<file path="config.mk">
export PLATFORM = sky130hd
export DESIGN_NAME = jind_bridge
export DESIGN_NICKNAME = d
export VERILOG_FILES = /design/src/rtl/jind_pkg.sv /design/src/rtl/jind_sync.sv /design/src/rtl/jind_scan.sv /design/src/rtl/jind_ctrl.sv /design/src/rtl/jind_bridge.sv
export SDC_FILE = /design/constraint.sdc
export NUM_CORES = 1
export LEC_CHECK = 0
export BUFFER_PORTS_ARGS = -buffer_cell sky130_fd_sc_hd__clkbuf_2
export CAP_MARGIN = 0
export CELL_PAD_IN_SITES_DETAIL_PLACEMENT = 0
export CELL_PAD_IN_SITES_GLOBAL_PLACEMENT = 2
export CORE_MARGIN = 2
export CORE_UTILIZATION = 39
export DETAILED_ROUTE_END_ITERATION = 12
export HOLD_SLACK_MARGIN = 0.12
export PLACE_DENSITY = 0.93
export SKIP_LAST_GASP = 1
export SLEW_MARGIN = 10
export SYNTH_ARGS = -nofsm -noshare
export SYNTH_HDL_FRONTEND = slang
export SYNTH_SLANG_ARGS = --single-unit
</file>
<file path="constraint.sdc">
create_clock -name tck -period 3.2 [get_ports tck]
set_clock_uncertainty 0.2 [all_clocks]
set_input_delay 0.48 -clock tck [delete_from_list [all_inputs] [get_ports tck]]
set_output_delay 0.48 -clock tck [all_outputs]
set_load 0.05 [all_outputs]
</file>
<file path="src/rtl/jind_pkg.sv">
package jind_pkg;
  typedef enum logic [1:0] {
    OP_POLL_A = 2'b00,
    OP_POLL_B = 2'b01,
    OP_READ   = 2'b10,
    OP_WRITE  = 2'b11
  } op_e;
endpackage

</file>
<file path="src/rtl/jind_sync.sv">
module jind_sync #(
  parameter int STAGES = 2
) (
  input  logic clk,
  input  logic rst_n,
  input  logic d,
  output logic q
);
  logic [STAGES-1:0] ff;

  generate
    for (genvar g = 0; g < STAGES; g++) begin : g_stage
      if (g == 0) begin : g_first
        always_ff @(posedge clk or negedge rst_n) begin
          if (!rst_n) ff[0] <= 1'b0;
          else        ff[0] <= d;
        end
      end else begin : g_next
        always_ff @(posedge clk or negedge rst_n) begin
          if (!rst_n) ff[g] <= 1'b0;
          else        ff[g] <= ff[g-1];
        end
      end
    end
  endgenerate

  assign q = ff[STAGES-1];
endmodule

</file>
<file path="src/rtl/jind_scan.sv">
module jind_scan #(
  parameter int DATA_W = 18,
  localparam int SR_W = DATA_W + 2
) (
  input  logic              clk,
  input  logic              rst_n,
  input  logic              sel,
  input  logic              cap,
  input  logic              shf,
  input  logic              upd,
  input  logic              tdi,
  input  logic              busy_now,
  input  logic [DATA_W-1:0] rd_result,
  output logic              tdo,
  output logic              upd_go,
  output logic [1:0]        cmd_op,
  output logic [DATA_W-1:0] cmd_data,
  output logic              cap_busy
);
  logic [SR_W-1:0] sr;

  // Capture loads {0, result, busy}; shifting moves toward bit 0.
  always_ff @(posedge clk or negedge rst_n) begin
    if (!rst_n) begin
      sr       <= '0;
      cap_busy <= 1'b0;
    end else if (sel) begin
      if (cap) begin
        sr       <= {1'b0, rd_result, busy_now};
        cap_busy <= busy_now;
      end else if (shf) begin
        sr <= {tdi, sr[SR_W-1:1]};
      end
    end
  end

  assign tdo      = sr[0];
  assign cmd_op   = sr[SR_W-1:SR_W-2];
  assign cmd_data = sr[DATA_W-1:0];
  // An update counts only when the capture of this scan saw an idle bridge.
  assign upd_go   = sel && upd && !cap_busy;
endmodule

</file>
<file path="src/rtl/jind_ctrl.sv">
module jind_ctrl
  import jind_pkg::*;
#(
  parameter int ADDR_W = 4,
  parameter int DATA_W = 18
) (
  input  logic              clk,
  input  logic              rst_n,
  input  logic              go,
  input  logic [1:0]        op,
  input  logic [DATA_W-1:0] wdata_in,
  input  logic [ADDR_W-1:0] addr_in,
  input  logic              ack_s,
  input  logic [DATA_W-1:0] be_rdata,
  output logic              busy,
  output logic              be_rd,
  output logic              be_wr,
  output logic [ADDR_W-1:0] be_addr,
  output logic [DATA_W-1:0] be_wdata,
  output logic [DATA_W-1:0] rd_result
);
  logic req_q;
  logic is_wr_q;
  op_e  op_d;
  logic start;

  assign op_d  = op_e'(op);
  assign start = go && !busy && (op_d == OP_READ || op_d == OP_WRITE);

  always_ff @(posedge clk or negedge rst_n) begin
    if (!rst_n) begin
      req_q     <= 1'b0;
      is_wr_q   <= 1'b0;
      be_addr   <= '0;
      be_wdata  <= '0;
      rd_result <= '0;
    end else if (start) begin
      req_q   <= 1'b1;
      is_wr_q <= (op_d == OP_WRITE);
      be_addr <= addr_in;
      if (op_d == OP_WRITE) be_wdata <= wdata_in;
    end else if (req_q && ack_s) begin
      req_q <= 1'b0;
      if (!is_wr_q) rd_result <= be_rdata;
    end
  end

  // Busy covers the request phase and the acknowledge return phase.
  assign busy  = req_q || ack_s;
  assign be_rd = req_q && !is_wr_q;
  assign be_wr = req_q && is_wr_q;
endmodule

</file>
<file path="src/rtl/jind_bridge.sv">
module jind_bridge #(
  parameter int DATA_W      = 18,
  parameter int ADDR_W      = 4,
  parameter int SYNC_STAGES = 2
) (
  input  logic              tck,
  input  logic              rst_n,
  input  logic              sel,
  input  logic              cap_dr,
  input  logic              shift_dr,
  input  logic              upd_dr,
  input  logic              tdi,
  input  logic [ADDR_W-1:0] dr_addr,
  output logic              tdo,
  output logic [ADDR_W-1:0] be_addr,
  output logic              be_rd,
  output logic              be_wr,
  output logic [DATA_W-1:0] be_wdata,
  input  logic [DATA_W-1:0] be_rdata,
  input  logic              be_ack
);
  logic              ack_s;
  logic              busy;
  logic              upd_go;
  logic              scan_cap_busy;
  logic [1:0]        cmd_op;
  logic [DATA_W-1:0] cmd_data;
  logic [DATA_W-1:0] rd_result;

  jind_sync #(.STAGES(SYNC_STAGES)) u_sync (
    .clk(tck), .rst_n(rst_n), .d(be_ack), .q(ack_s)
  );

  jind_scan #(.DATA_W(DATA_W)) u_scan (
    .clk(tck), .rst_n(rst_n), .sel(sel), .cap(cap_dr), .shf(shift_dr),
    .upd(upd_dr), .tdi(tdi), .busy_now(busy), .rd_result(rd_result),
    .tdo(tdo), .upd_go(upd_go), .cmd_op(cmd_op), .cmd_data(cmd_data),
    .cap_busy(scan_cap_busy)
  );

  jind_ctrl #(.ADDR_W(ADDR_W), .DATA_W(DATA_W)) u_ctrl (
    .clk(tck), .rst_n(rst_n), .go(upd_go), .op(cmd_op), .wdata_in(cmd_data),
    .addr_in(dr_addr), .ack_s(ack_s), .be_rdata(be_rdata), .busy(busy),
    .be_rd(be_rd), .be_wr(be_wr), .be_addr(be_addr), .be_wdata(be_wdata),
    .rd_result(rd_result)
  );
endmodule

</file>
# Word-level counts from Yosys, hierarchy flattened
# Index checks and enable logic that the tools add are counted.
dict set report totals {
  reg_bits 65
  wordCells 35
  input_bits 30
  out_inout_bits 25
}
dict set report classes {
  mux 4
  n_eq_ne 2
  bitwise_logic 2
  reduce_logical 18
}
# cell n
set ops {}
lappend ops {{$mux 20} 2}
lappend ops {{$logic_and 1x1->1} 7}
lappend ops {{$reduce_and 2->1} 3}
lappend ops {{$eq 2x2->1 const B} 2}
lappend ops {{$reduce_bool 2->1} 2}
lappend ops {{$logic_not 1->1} 3}
lappend ops {{$reduce_and 3->1} 1}
lappend ops {{$logic_or 1x1->1} 2}
lappend ops {{$mux 1} 2}
lappend ops {{$not 1->1} 2}

# Longest topological paths before layout
dict set report logic_depth {
  word_depth 6
  mapped_depth 6
  depth_no_buf 3
}

# Modules after synthesis
# A second synthesis with hierarchy kept.
dict set report unflattened {
  cells_unflattened 217
  hier_area_um2 2711.4
}
# module area_per_inst_um2 instances cells_per_inst seq_area_each_um2
set by_module_without_submodules {}
lappend by_module_without_submodules {jind_ctrl 1607.8 1 95 1051.0}
lappend by_module_without_submodules {jind_scan 1053.5 1 120 525.5}
lappend by_module_without_submodules {jind_sync 50.0 1 2 50.0}

# Least setup slack after synthesis
# No wires, ideal clock.
dict set report synth_path {
  path_type {register -> register}
  from {register u_ctrl.req_q}
  to {register u_ctrl.rd_result[10]}
  path_slack_ns 0.747
  path_buffers 1
  setup_time_ns 0.125
  t_arrival_ns 2.128
  stages_incl_launch_ff 5
  period_less_slack_ns 2.453
  required_ns 2.875
  path_cell_list {dfrtp_1 -> nor2b_1 -> nand2_1 -> clkbuf_1 -> mux2_2}
}
dict set report synth_via {
  elab_chain_len 6
  word_cells_on_any_way 7
  cone_classes {bitwise: 1; reduce/logical: 6}
}
# element line
set synth_lines {}
lappend synth_lines {{from (decl)} jind_ctrl.sv:22} ;# logic req_q;
lappend synth_lines {{from (signal assigned)} jind_ctrl.sv:32} ;# req_q <= 1'b0;
lappend synth_lines {{from (signal assigned)} jind_ctrl.sv:38} ;# req_q <= 1'b1;
lappend synth_lines {{from (signal assigned)} jind_ctrl.sv:43} ;# req_q <= 1'b0;
lappend synth_lines {{$logic_or 1x1->1} jind_ctrl.sv:49} ;# assign busy = req_q || ack_s;
lappend synth_lines {{$logic_not 1->1} jind_ctrl.sv:28} ;# assign start = go && !busy && (op_d == OP_READ || op_d == OP_WRITE);
lappend synth_lines {{$logic_and 1x1->1 (2 in a row)} jind_ctrl.sv:28}
lappend synth_lines {{$not 1->1 (no line)} -}
lappend synth_lines {{$reduce_and 3->1 (no line) *} -}
lappend synth_lines {{to (signal assigned)} jind_ctrl.sv:44} ;# if (!is_wr_q) rd_result <= be_rdata;
lappend synth_lines {{to (decl)} jind_ctrl.sv:20} ;# output logic [DATA_W-1:0] rd_result
# Mark *: on every way between the ends. The rest lies on a longest branch, timed or not.
# A chain may end at the register's enable or synchronous reset.

# Worst setup path after layout
dict set report layout_path {
  from {register u_scan.cap_busy}
  to {register u_ctrl.be_wdata[9]}
}
dict set report layout_via {
  elab_chain_len 5
}
# element line
set layout_lines {}
lappend layout_lines {{from (decl)} jind_scan.sv:18} ;# output logic cap_busy
lappend layout_lines {{from (signal assigned)} jind_scan.sv:30} ;# cap_busy <= busy_now;
lappend layout_lines {{$logic_not 1->1} jind_scan.sv:41} ;# assign upd_go = sel && upd && !cap_busy;
lappend layout_lines {{$logic_and 1x1->1} jind_scan.sv:41}
lappend layout_lines {{$logic_and 1x1->1 (2 in a row)} jind_ctrl.sv:28}
lappend layout_lines {{$reduce_and 2->1 (no line)} -}
lappend layout_lines {{to (signal assigned)} jind_ctrl.sv:41} ;# if (op_d == OP_WRITE) be_wdata <= wdata_in;
lappend layout_lines {{to (decl)} jind_ctrl.sv:19} ;# output logic [DATA_W-1:0] be_wdata,
# Every way passes these cells.

==> results.yml <==
synthesis:
  synthTopCellsByArea: "dfrtp_1 (61%), mux2_2 (13%), mux2i_1 (6.8%)"
  yosys.area_share.simple_pct: 5.26
  synth_xor_area_share_pct: 0
  synth_mux_area_share_pct: 24.9
  ys_ff_latch: 65
  syn_nets: 223
  syn_area_um2: 2670
  ys_seq_area_share_pct: 61.0
  ys_types: 23
  yosys.area.top_type: "dfrtp_1"
  yosysWarnings: 0
  syn_avg_cell_area_um2: 13.8
  synth_compound_area_share_pct: 5.63
  synth_top_area_share_pct: 61.0
  synthAdderAreaFrac_pct: 0
  synth_cells: 193
  synth_top_family_by_area: "multiplexers"
sta:
  min_period_ps: 1950
  max_freq_ghz: 0.514
  rsz0062_at_grt: "false"
  worst_slew_pin_slew_ps: 816
  finalCritPeriodShare_pct: 60.8
  relSlewSlack_pct: 45.5
  setup_viol: 0
  drv_slew: 0
  hold_violations: 0
  tns_ps: 0
global_route:
  grt_use_total_pct: 13.8
  grt_start_max_net_pins: 38
  overflow: 0
  grt_pass1_vias: 1650
  antenna_found_initial: 0
  grt_pass1_wl_um: 7820
floorplanning:
  ios: 55
  die_width_um: 86.7
  die_y_um: 86.7
  coreArea_um2: 6720
  dieArea_um2: 7510
  start_util_pct: 39.7
  num_rows: 30
placed_design:
  postPlaceCellArea_um2: 3000
  post-dp-hpwl_um: 3280
  port_buffers: 54
  place_congestion: 0.714
cells_and_area:
  layout_commonest_cell: "dfrtp_1"
  drive_gt1_share_pct: 45.0
  nNetsFinal: 284
  final_cell_mix: "dfrtp_1 (65), clkbuf_2 (53), mux2_2 (31)"
  multiInputGateArea_um2: 958
  fin_area_um2: 3220
  syn2layout_area_growth_pct: 20.7
  regArea_um2: 1630
  n_antenna_cell: 0
  fill_cells: 622
power_and_ir_drop:
  p_leak_nw: 1.65
  ir_worst_vdd_mv: 0.272
  pwr_density_cell_nw_per_um2: 634
setup_path:
  path_buf_inv: 0
  slowest_delay_ps: 710
  critical_path_arrival_ps: 1960
  end_kind: "flip-flop"
  cp-start-kind: "flip-flop"
  critical_path_class: "flip-flop to flip-flop"
  crit_fanout: 19
  path_delay_family: "simple AND/OR/NAND/NOR gates"
  path_cells: "nand4b_4 > or4b_4 > mux2_4"
  cp.required_ps: 3210
  critPathSlowestCell: "or4b_4"
detailed_routing:
  post_drt_wl_per_cell_um: 13.8
  routed_wl_um: 4680
  vias: 1630
  drtPass1Iterations: 3
  ant_nets: 0
  drc: 0
  post_drt_via_cell_ratio: 4.82
  drt-initial-drc-count: 54
min_path:
  worst_hold_path_type: "flip-flop to flip-flop"
cts:
  clkTransAtPathRegs_ps: 70
  tritoncts: "yes"
  cts_sinks: 65
  root_buffer: "clkbuf_8"
  cts_made_buffers: 9
  clkLatencyLatePin_ps: 330
  ctsHtreeMaxLevel: 3
  clockBufferDepth: 2
status:
  status: "finished, final reports clean"
run:
  maxCapViolations: 0
area by class of cell:
type / count / share of cell area [%]
Clock buffer: 12 / 4.82
Clock inverter: 3 / 1.25
Inverter: 4 / 0.467
Multi-Input combinational cell: 114 / 29.8
Sequential cell: 65 / 50.6
Tap cell: 80 / 3.11
Timing Repair Buffer: 60 / 9.96
through the flow:
step / worst slack, ps / power, mW / hold slack, ps / instances / util (%)
6_report: 1250 / 2.04 / 153 / 338 / 47.9
5_1_grt: 1150 / 2.14 / 158 / 338 / 47.9
4_1_cts: 1230 / 2.07 / 155 / 338 / 47.9
3_5_place_dp: 972 / 1.38 / 147 / 321 / 44.7
3_3_place_gp: 1000 / 1.37 / 135 / 321 / 44.7
2_1_floorplan: 747 / 1.27 / -15.6 / 193 / -
logic make-up (layout without fill, tap and decap cells):
kind of cell           count (synthesis)  after routing
DFF                                   65             65
AOI/OAI and AO/OA                     28             28
and+or+nand+nor                       28             28
muxes                                 58             58
buffers and inverters                 14             79
path summary, 6_finish.rpt:
| check | from | end | slack (ps) | cells after the start |
|---|---|---|---|---|
| setup / recovery | u_scan.cap_busy | u_ctrl.be_wdata[9] | 1250 | 3 |
| hold / removal | u_sync.ff[0] | u_sync.q | 150 | 0 |
| setup reg to reg | u_scan.cap_busy | u_ctrl.be_wdata[9] | 1250 | 3 |
| hold reg to reg | u_sync.ff[0] | u_sync.q | 150 | 0 |
| max in group asynchronous | rst_n | u_ctrl.be_wdata[9] | 1930 | 3 |
| min in group asynchronous | rst_n | u_scan.sr[1] | 490 | 3 |
report_power, final:
group | leakage (nW) | total, mW | switching [mW] | internal, mW
combinational | 0.724 | 0.346 | 0.214 | 0.133
clock | 0.102 | 0.681 | 0.286 | 0.396
sequential | 0.820 | 1.01 | 0.0747 | 0.937
total | 1.65 | 2.04 | 0.574 | 1.46
sequential cells by signal (all words and copies together) (netlist names):
signal / cells
u_ctrl.is_wr_q: 1
u_sync.q: 1
u_scan.sr: 20
u_sync.ff: 1
u_ctrl.be_addr: 4
u_ctrl.req_q: 1
u_scan.cap_busy: 1
u_ctrl.be_wdata: 18
u_ctrl.rd_result: 18
cells in the mapped netlist (all sizes together):
cell,instances
nand2,20
o21ai,21
inv,4
nand3,1
buf,4
a31o,1
a31oi,1
o2bb2ai,1
nor3,1
nand4b,1
nor2b,1
nor2,3
clkbuf,6
o22ai,1
mux2i,18
or4b,1
dfrtp,65
a21oi,3
mux2,40
per-layer routing:
| metal | routed length (µm) | track usage, % |
|---|---|---|
| met1 | 2190 | 17.6 |
| met3 | 232 | 5.43 |
| met2 | 2210 | 21.4 |
| met4 | 40 | 5.11 |
| met5 | 0 | 0 |
timing repair:
item,CTS,global route
hold buffers,2,0
endpoints found under the hold margin,66,0
gates resized for setup,0,0
setup endpoints to repair,0,0
setup buffers,0,0
No activity file was read; power rests on OpenSTA's default activity.
